--- src/rtl/mapper_pkg.sv ---
`timescale 1ns/1ps
package mapper_pkg;
  localparam int CPU_AW     = 16;
  localparam int PPU_AW     = 14;
  localparam int CHR_SLOTS  = 8;
  localparam int CHR_SEL_W  = $clog2(CHR_SLOTS);
  localparam int SLOT_OFF_W = 10;

  typedef enum logic [1:0] {
    MIR_VERT = 2'd0,
    MIR_HORZ = 2'd1,
    MIR_LOW  = 2'd2,
    MIR_HIGH = 2'd3
  } mirror_t;

  typedef struct packed {
    logic                 prg16;
    logic                 prg8;
    logic                 mirror;
    logic [CHR_SLOTS-1:0] chr;
  } wsel_t;
endpackage

--- src/rtl/mapper_reg_decode.sv ---
`timescale 1ns/1ps
module mapper_reg_decode
  import mapper_pkg::*;
(
  input  logic [CPU_AW-1:0] cpu_addr,
  input  logic              cpu_we,
  input  logic              variant_swap,
  output wsel_t             wsel
);
  logic [1:0] low_off;
  logic [3:0] page;

  always_comb begin
    low_off = variant_swap ? {cpu_addr[0], cpu_addr[1]} : cpu_addr[1:0];
    page    = cpu_addr[CPU_AW-1:CPU_AW-4];
    wsel    = '0;
    if (cpu_we) begin
      case (page)
        4'h8: wsel.prg16  = 1'b1;
        4'hB: wsel.mirror = (low_off == 2'd3);
        4'hC: wsel.prg8   = 1'b1;
        4'hD: wsel.chr[{1'b0, low_off}] = 1'b1;
        4'hE: wsel.chr[{1'b1, low_off}] = 1'b1;
        default: wsel = '0;
      endcase
    end
  end
endmodule

--- src/rtl/mapper_bank_regs.sv ---
`timescale 1ns/1ps
module mapper_bank_regs
  import mapper_pkg::*;
#(
  parameter int PRG16_BITS = 4,
  parameter int CHR_BITS   = 8
) (
  input  logic                                clk,
  input  logic                                rst_n,
  input  wsel_t                               wsel,
  input  logic [7:0]                          wdata,
  output logic [PRG16_BITS-1:0]               prg16_bank,
  output logic [PRG16_BITS:0]                 prg8_bank,
  output logic [CHR_SLOTS-1:0][CHR_BITS-1:0]  chr_bank,
  output mirror_t                             mirror
);
  localparam int PRG8_BITS = PRG16_BITS + 1;

  always_ff @(posedge clk or negedge rst_n) begin
    if (!rst_n) begin
      prg16_bank <= '0;
      prg8_bank  <= '0;
      mirror     <= MIR_VERT;
    end else begin
      if (wsel.prg16)  prg16_bank <= wdata[PRG16_BITS-1:0];
      if (wsel.prg8)   prg8_bank  <= wdata[PRG8_BITS-1:0];
      if (wsel.mirror) mirror     <= mirror_t'(wdata[3:2]);
    end
  end

  // an unaddressed 16 KB bank keeps its value
  p_prg16_hold_r10: assert property (@(posedge clk) disable iff (!rst_n)
    !wsel.prg16 |=> $stable(prg16_bank));
  // a selected 8 KB bank loads the written bits
  p_prg8_load_r3: assert property (@(posedge clk) disable iff (!rst_n)
    wsel.prg8 |=> (prg8_bank == $past(wdata[PRG8_BITS-1:0])));
  // mirroring mode loads data bits 3:2
  p_mirror_load_r7: assert property (@(posedge clk) disable iff (!rst_n)
    wsel.mirror |=> (mirror == mirror_t'($past(wdata[3:2]))));

  for (genvar g = 0; g < CHR_SLOTS; g++) begin : g_chr
    always_ff @(posedge clk or negedge rst_n) begin
      if (!rst_n)          chr_bank[g] <= '0;
      else if (wsel.chr[g]) chr_bank[g] <= wdata[CHR_BITS-1:0];
    end
    // a selected slot loads the write data; others hold
    p_chr_load_r6: assert property (@(posedge clk) disable iff (!rst_n)
      wsel.chr[g] |=> (chr_bank[g] == $past(wdata[CHR_BITS-1:0])));
    p_chr_hold_r10: assert property (@(posedge clk) disable iff (!rst_n)
      !wsel.chr[g] |=> $stable(chr_bank[g]));
  end
endmodule

--- src/rtl/mapper_addr_xlate.sv ---
`timescale 1ns/1ps
module mapper_addr_xlate
  import mapper_pkg::*;
#(
  parameter int PRG16_BITS = 4,
  parameter int CHR_BITS   = 8
) (
  input  logic [CPU_AW-1:0]                   cpu_addr,
  input  logic [PPU_AW-1:0]                   ppu_addr,
  input  logic [PRG16_BITS-1:0]               prg16_bank,
  input  logic [PRG16_BITS:0]                 prg8_bank,
  input  logic [CHR_SLOTS-1:0][CHR_BITS-1:0]  chr_bank,
  input  mirror_t                             mirror,
  output logic [PRG16_BITS+13:0]              prg_rom_addr,
  output logic                                prg_rom_en,
  output logic                                prg_ram_en,
  output logic [CHR_BITS+SLOT_OFF_W-1:0]      chr_rom_addr,
  output logic                                chr_rom_en,
  output logic                                nt_a10
);
  localparam int PRG8_BITS = PRG16_BITS + 1;

  logic [CHR_SEL_W-1:0] slot;

  always_comb begin
    prg_rom_en = cpu_addr[15];
    prg_ram_en = (cpu_addr[15:13] == 3'b011);
    case (cpu_addr[14:13])
      2'b00, 2'b01: prg_rom_addr = {prg16_bank, cpu_addr[13:0]};
      2'b10:        prg_rom_addr = {prg8_bank, cpu_addr[12:0]};
      default:      prg_rom_addr = {{PRG8_BITS{1'b1}}, cpu_addr[12:0]};
    endcase
  end

  always_comb begin
    slot         = ppu_addr[SLOT_OFF_W+CHR_SEL_W-1:SLOT_OFF_W];
    chr_rom_en   = ~ppu_addr[13];
    chr_rom_addr = {chr_bank[slot], ppu_addr[SLOT_OFF_W-1:0]};
    case (mirror)
      MIR_VERT: nt_a10 = ppu_addr[10];
      MIR_HORZ: nt_a10 = ppu_addr[11];
      MIR_LOW:  nt_a10 = 1'b0;
      default:  nt_a10 = 1'b1;
    endcase
  end
endmodule

--- src/rtl/bank_mapper.sv ---
`timescale 1ns/1ps
module bank_mapper
  import mapper_pkg::*;
#(
  parameter int PRG16_BITS = 4,
  parameter int CHR_BITS   = 8
) (
  input  logic                              clk,
  input  logic                              rst_n,
  input  logic [15:0]                       cpu_addr,
  input  logic [7:0]                        cpu_data,
  input  logic                              cpu_we,
  input  logic                              variant_swap,
  input  logic [13:0]                       ppu_addr,
  output logic [PRG16_BITS+13:0]            prg_rom_addr,
  output logic                              prg_rom_en,
  output logic                              prg_ram_en,
  output logic [CHR_BITS+SLOT_OFF_W-1:0]    chr_rom_addr,
  output logic                              chr_rom_en,
  output logic                              nt_a10
);
  localparam int PRG_AW = PRG16_BITS + 14;

  wsel_t                             wsel;
  logic [PRG16_BITS-1:0]             prg16_bank;
  logic [PRG16_BITS:0]               prg8_bank;
  logic [CHR_SLOTS-1:0][CHR_BITS-1:0] chr_bank;
  mirror_t                           mirror;

  mapper_reg_decode u_decode (
    .cpu_addr     (cpu_addr),
    .cpu_we       (cpu_we),
    .variant_swap (variant_swap),
    .wsel         (wsel)
  );

  mapper_bank_regs #(.PRG16_BITS(PRG16_BITS), .CHR_BITS(CHR_BITS)) u_regs (
    .clk        (clk),
    .rst_n      (rst_n),
    .wsel       (wsel),
    .wdata      (cpu_data),
    .prg16_bank (prg16_bank),
    .prg8_bank  (prg8_bank),
    .chr_bank   (chr_bank),
    .mirror     (mirror)
  );

  mapper_addr_xlate #(.PRG16_BITS(PRG16_BITS), .CHR_BITS(CHR_BITS)) u_xlate (
    .cpu_addr     (cpu_addr),
    .ppu_addr     (ppu_addr),
    .prg16_bank   (prg16_bank),
    .prg8_bank    (prg8_bank),
    .chr_bank     (chr_bank),
    .mirror       (mirror),
    .prg_rom_addr (prg_rom_addr),
    .prg_rom_en   (prg_rom_en),
    .prg_ram_en   (prg_ram_en),
    .chr_rom_addr (chr_rom_addr),
    .chr_rom_en   (chr_rom_en),
    .nt_a10       (nt_a10)
  );

  // a single write never reaches two registers
  p_sel_onehot_r8: assert property (@(posedge clk) disable iff (!rst_n)
    $onehot0(wsel));
  // the top window always points at the last bank
  p_fixed_bank_r4: assert property (@(posedge clk) disable iff (!rst_n)
    (cpu_addr[15:13] == 3'b111) |-> (prg_rom_addr[PRG_AW-1:13] == '1));
  // single-screen lower mode drives A10 low
  p_a10_low_r7: assert property (@(posedge clk) disable iff (!rst_n)
    (mirror == MIR_LOW) |-> !nt_a10);
  // RAM and ROM selects are exclusive
  p_ram_rom_excl_r5: assert property (@(posedge clk) disable iff (!rst_n)
    !(prg_ram_en && prg_rom_en));
endmodule

--- config.mk ---
export PLATFORM = sky130hd
export DESIGN_NAME = bank_mapper
export DESIGN_NICKNAME = d
export VERILOG_FILES = /design/src/rtl/mapper_pkg.sv /design/src/rtl/mapper_reg_decode.sv /design/src/rtl/mapper_bank_regs.sv /design/src/rtl/mapper_addr_xlate.sv /design/src/rtl/bank_mapper.sv
export SDC_FILE = /design/constraint.sdc
export NUM_CORES = 1
export LEC_CHECK = 0
export BUFFER_PORTS_ARGS = -buffer_cell sky130_fd_sc_hd__buf_2
export CORE_MARGIN = 2
export CORE_UTILIZATION = 29
export DETAILED_ROUTE_END_ITERATION = 8
export HOLD_SLACK_MARGIN = 0.06
export SLEW_MARGIN = 20
export SYNTH_ARGS = -nofsm -noshare
export SYNTH_HDL_FRONTEND = slang
export SYNTH_SLANG_ARGS = --single-unit
--- constraint.sdc ---
create_clock -name clk -period 4.8 [get_ports clk]
set_input_delay 0.48 -clock clk [delete_from_list [all_inputs] [get_ports clk]]
set_output_delay 0.48 -clock clk [all_outputs]
set_load 0.01 [all_outputs]
* Word level (Yosys, flattened, before mapping)
Cells that the tools add are included.
** Storage, ports and cells
- Word-level logic and storage cells :: 47
- Flip-flop bits (word level) :: 75
- Output and inout bits :: 40
- Bits of input ports :: 42
** Operators by class
- Reduce and logical (&&, ||, !) cells :: 5
- Magnitude comparators :: 5
- Mux-type cells :: 14
- Bitwise operators :: 1
- Equal/unequal tests :: 11
** Operators by type and width (count)
- $pmux W18 S2 :: 1
- $bmux W8 S3 :: 1
- $eq A4 B4 Y1 const B :: 5
- $pmux W8 S2 :: 1
- $mux W11 :: 1
- $lt A3 B4 Y1 const B :: 2
- $mux W8 :: 1
- $eq A2 B2 Y1 const B :: 3
- $mux W1 :: 5
- $demux W1 S2 :: 2
- $eq A2 B1 Y1 const B :: 2
- $logic_not A2 Y1 :: 2
- $lt A2 B4 Y1 const B :: 1
- $eq A3 B2 Y1 const B :: 1
- $ge A3 B1 Y1 const B :: 1
- $pmux W1 S3 :: 1
- $ge A2 B1 Y1 const B :: 1
- $logic_and A1 B1 Y1 :: 2
- $mux W2 :: 1
- $reduce_or A2 Y1 :: 1
- $not A1 Y1 :: 1

* Depth between registers and ports, before layout
- Word-level depth :: 7
- Mapped depth :: 5
- Gate-level depth less buffers :: 3

* By module
A second synthesis with hierarchy kept.
** Second synthesis, totals
- Cell total of the unflattened synthesis :: 246
- Area total of the unflattened synthesis :: 4005.1 sq um
** Modules (own cells, without submodules)
- mapper_bank_regs :: seq. area each 1876.8 sq um, area an instance 3061.7 sq um, times used 1, cells each 160
- mapper_addr_xlate :: seq. area each 0.0 sq um, area an instance 812.0 sq um, times used 1, cells each 65
- mapper_reg_decode :: seq. area each 0.0 sq um, area an instance 131.4 sq um, times used 1, cells each 21

* Least setup slack after synthesis
No wires, ideal clock.
- Kind :: input to output
- Start point :: in ppu_addr[10]
- End point :: out chr_rom_addr[10]
- Stages on the path :: 4
- Arrival :: 1.827 ns
- Setup slack :: 2.493 ns
- Cells stage by stage :: buf_2 buf_2 mux4_2 mux2_2
** Between the ends
- Longest elaborated chain between the ends :: 2
** RTL lines
- from (decl) :: line bank_mapper.sv:14 : input logic [13:0] ppu_addr,
- $bmux W8 S3 :: line mapper_addr_xlate.sv:38 : chr_rom_addr = {chr_bank[slot], ppu_addr[SLOT_OFF_W-1:0]};
- $mux W8 (not written as such) :: line mapper_addr_xlate.sv:38
- to (decl) :: line bank_mapper.sv:18 : output logic [CHR_BITS+SLOT_OFF_W-1:0] chr_rom_addr,
Every way passes these cells. The select of a mux whose other input is x is not followed.

* Worst setup path after layout
- Start point :: in ppu_addr[10]
- End point :: out chr_rom_addr[12]
The elaborated chain is that of the path after synthesis.

==> summary.txt <==
Outcome
  – Status: finished, final reports clean

Cells and area
  – Final instance area: 4220 um^2
  – Post-Layout Cell Count: approximately 440
  – Share of cells above drive strength 1: 0.600
  – P&R area growth vs syn: 13.5%
  – Final layout net count: roughly 310
  – Number of diodes: 0

Yosys
  – Yosys top cell by area: dfrtp_1
  – Mapped Area: 3710 um^2
  – Synth unique cells: 31
  – Synth Area per Inst: between 10 and 15 um^2
  – Syn Nets: 291
  – YS warnings: 0
  – Sequential area share after synthesis: 0.506
  – Ranking of synthesized cells by area: dfrtp_1 (51%), mux2_2 (23%), mux4_2 (9.7%), buf_4 (4.9%), mux2_4 (3.2%)
  – Synthesis-stage register bit count: 75
  – Synth Instances: ~250
  – Synth top area share: 0.506

Global route
  – Initial antenna violation count: 0
  – Pin count of the biggest net entering global routing: between 40 and 50
  – Vias in the first global route: 2275
  – Global route overflow: 0
  – First-pass GRT wire length: 12800 um
  – Overall Global Routing Usage: 0.128

Timing
  – Fin. Hold Viols: 0
  – Setup TNS: 0 ns
  – Rel. slew slack: 0.346
  – Hold slack final: roughly 0.27 ns
  – Final Cycle Share: 0.513
  – Final slew viol count: 0
  – Fmax: slightly above 400 MHz
  – Final Skew: 0 ns
  – Final Critical Period: between 2 and 2.5 ns
  – # setup viols final: 0
  – RSZ-0062 raised after global routing: false
  – Worst Tran Pin Value: around 1 ns

Clock network
  – # Post-CTS Setup Buffers: 0
  – Clk sink count: 75
  – CTS Buffer Depth: 2
  – CTS tree: yes
  – Max H-tree Level: 3
  – Clock root buffer: clkbuf_16
  – Inserted Clock Buffers: 9
  – Skew-Pair Late Insertion Delay: between 0.3 and 0.4 ns
  – Clock slew at reported path FFs: 0.05 ns
  – Post-CTS Resized: 0
  – Number of hold buffers added after cts: 0

Worst setup path
  – Flop-to-flop setup slack: 4.02 ns
  – Startpoint types: input port
  – Critical path, cell by cell: buf_2 > mux4_2 > mux2_2 > buf_2
  – Critical Path End: chr_rom_addr[12]
  – Worst EP arrival: roughly 2.0 ns
  – Worst Setup SP: ppu_addr[10]
  – CP max stage delay: ~0.58 ns
  – R2r endpoint: u_regs.mirror[1]
  – Worst-path fanout max: 17
  – Cell mode on critical path: buf_2
  – Cells on worst reg2reg path: 1
  – Worst setup EP type: output port
  – Worst reg2reg startpoint: u_regs.mirror[1]
  – Worst EP required: about 4.3 ns
  – Crit Path Category: in2out
  – Crit-path slowest cell: mux4_2

Placement
  – Post-DP Area: 3910 um^2
  – DP Cell Count: approximately 430
  – Global placement routability congestion: 0.765
  – IO buf count: 41
  – Dpl hpwl: between 5000 and 6000 um

Die
  – Site row count: slightly above 40
  – Die height: around 120 um
  – Die W: approximately 120 um
  – Top Ports: 82
  – CORE AREA: about 13000 um^2
  – Die area: between 10000 and 15000 um^2
  – Starting density of the core: 0.295

Power
  – PwrDens: between 400 and 500 nW/um^2
  – Worst VDD drop: 0.000161 V
  – Sw frac: 0.230
  – Clock power frac: 0.407
  – Tot Pwr: ~0.0017 W
  – Combinational power share: 0.144
  – P_leak: ~2.0 nW
  – Internal cell power: approximately 0.0013 W
  – NetSw: slightly below 0.0004 W
  – Sequential Power Share: 0.449

Run
  – Max-Cap Viols: 0

Min path
  – Worst Hold Class: in2async

Drt
  – Final ANT Viol Nets: 0
  – Vias/cell: 4.64
  – First-pass DRT Iterations: 6
  – DRC Markers: 0
  – Drt initial violations: 64
  – Routed wire per std cell: ~18 um
  – WL final: 7910 um
  – DR vias: slightly above 2k
critical path: cells and delay by family:
family	cells	cell delay [ns]
multiplexers	2	0.87
buffers and inverters	2	0.62
synthesized netlist by cell type:
cell type / instances
mux4_2: 16
mux2_2: 75
o21ai_0: 1
clkbuf_1: 6
and4b_1: 1
nor4_1: 1
or3b_4: 1
o2111a_1: 1
and3b_2: 1
buf_1: 3
buf_2: 3
and3b_1: 1
nor3b_1: 1
nand4b_1: 1
o22a_1: 4
nand2b_1: 1
nand3_1: 2
a2111o_1: 1
dfrtp_1: 75
nor2_1: 5
nor4_2: 1
nand2_1: 6
buf_6: 1
a211oi_4: 1
inv_1: 3
o211ai_2: 1
or3_1: 1
nand3b_1: 2
mux2_4: 8
buf_4: 24
nor3_2: 1
cells by family (layout without fill, tap and decap cells):
kind of cell,after synthesis,after routing,share of synthesized area
and+or+nand+nor,26,26,0.0442
muxes,99,99,0.357
AOI/OAI and AO/OA,9,9,0.0256
buffers and inverters,40,61,0.0677
DFF,75,75,0.506
layout by cell type, fill, tap and decap left out, types with 2 or more instances in the layout:
master     netlist  routed
nand3b_1         2       2
nand3_1          2       2
clkinv_2         0       2
clkbuf_16        0       9
mux4_2          16      16
o22a_1           4       4
nor2_1           5       5
dfrtp_1         75      75
inv_1            3       3
mux2_2          75      75
mux2_4           8       8
buf_4           24       2
bufinv_16        0       2
buf_2            3      41
nand2_1          6       6
worst min path at each step:
stage                               end  slack [ns]  depth (start not counted)
global placement    u_regs.chr_bank[12]        0.48                          1
detailed placement  u_regs.chr_bank[62]        0.49                          1
CTS                 u_regs.prg8_bank[1]        0.29                          1
global route        u_regs.prg8_bank[1]        0.35                          1
finish              u_regs.prg8_bank[1]        0.27                          1
floorplan            u_regs.chr_bank[0]        0.18                          0
layer usage:
layer	track usage	vias up	part of all wire	routed length, um
li1	-	915	-	-
met1	0.154	1095	0.44	3460
met2	0.217	31	0.51	4010
met3	0.0360	8	0.047	369
met4	0.0510	0	0.0077	61
met5	0	-	0	0
cell type report:
type                    instances  area, um^2
repair buffers                 43         220
fillers                      1220        8350
flip-flops and latches         75        1880
multi-input cells             134        1580
well taps                     172         215
clock inverters                 5        78.8
clock buffers                  10         229
inverters                       3        11.3
registers in the layout (all words and copies together) (netlist names):
signal,flops
u_regs.chr_bank,64
u_regs.prg8_bank,5
u_regs.prg16_bank,4
u_regs.mirror,2
power groups by stage:
stage                     combinational, W  sequential (W)  clock (W)
final                             0.000248        0.000772   0.000700
after CTS                         0.000254        0.000772   0.000718
after global routing              0.000276        0.000785   0.000741
after detailed placement          0.000251        0.000782          0
after global placement            0.000246        0.000779          0
after floorplan                   0.000199        0.000766          0
metrics by stage:
step	setup slack [ns]	utilization
after floorplan	2.49	-
after global placement	2.32	0.311
after detailed placement	2.31	0.311
after CTS	2.30	0.335
after global routing	2.22	0.335
final	2.34	0.335
(Power assumes the default switching activity.)
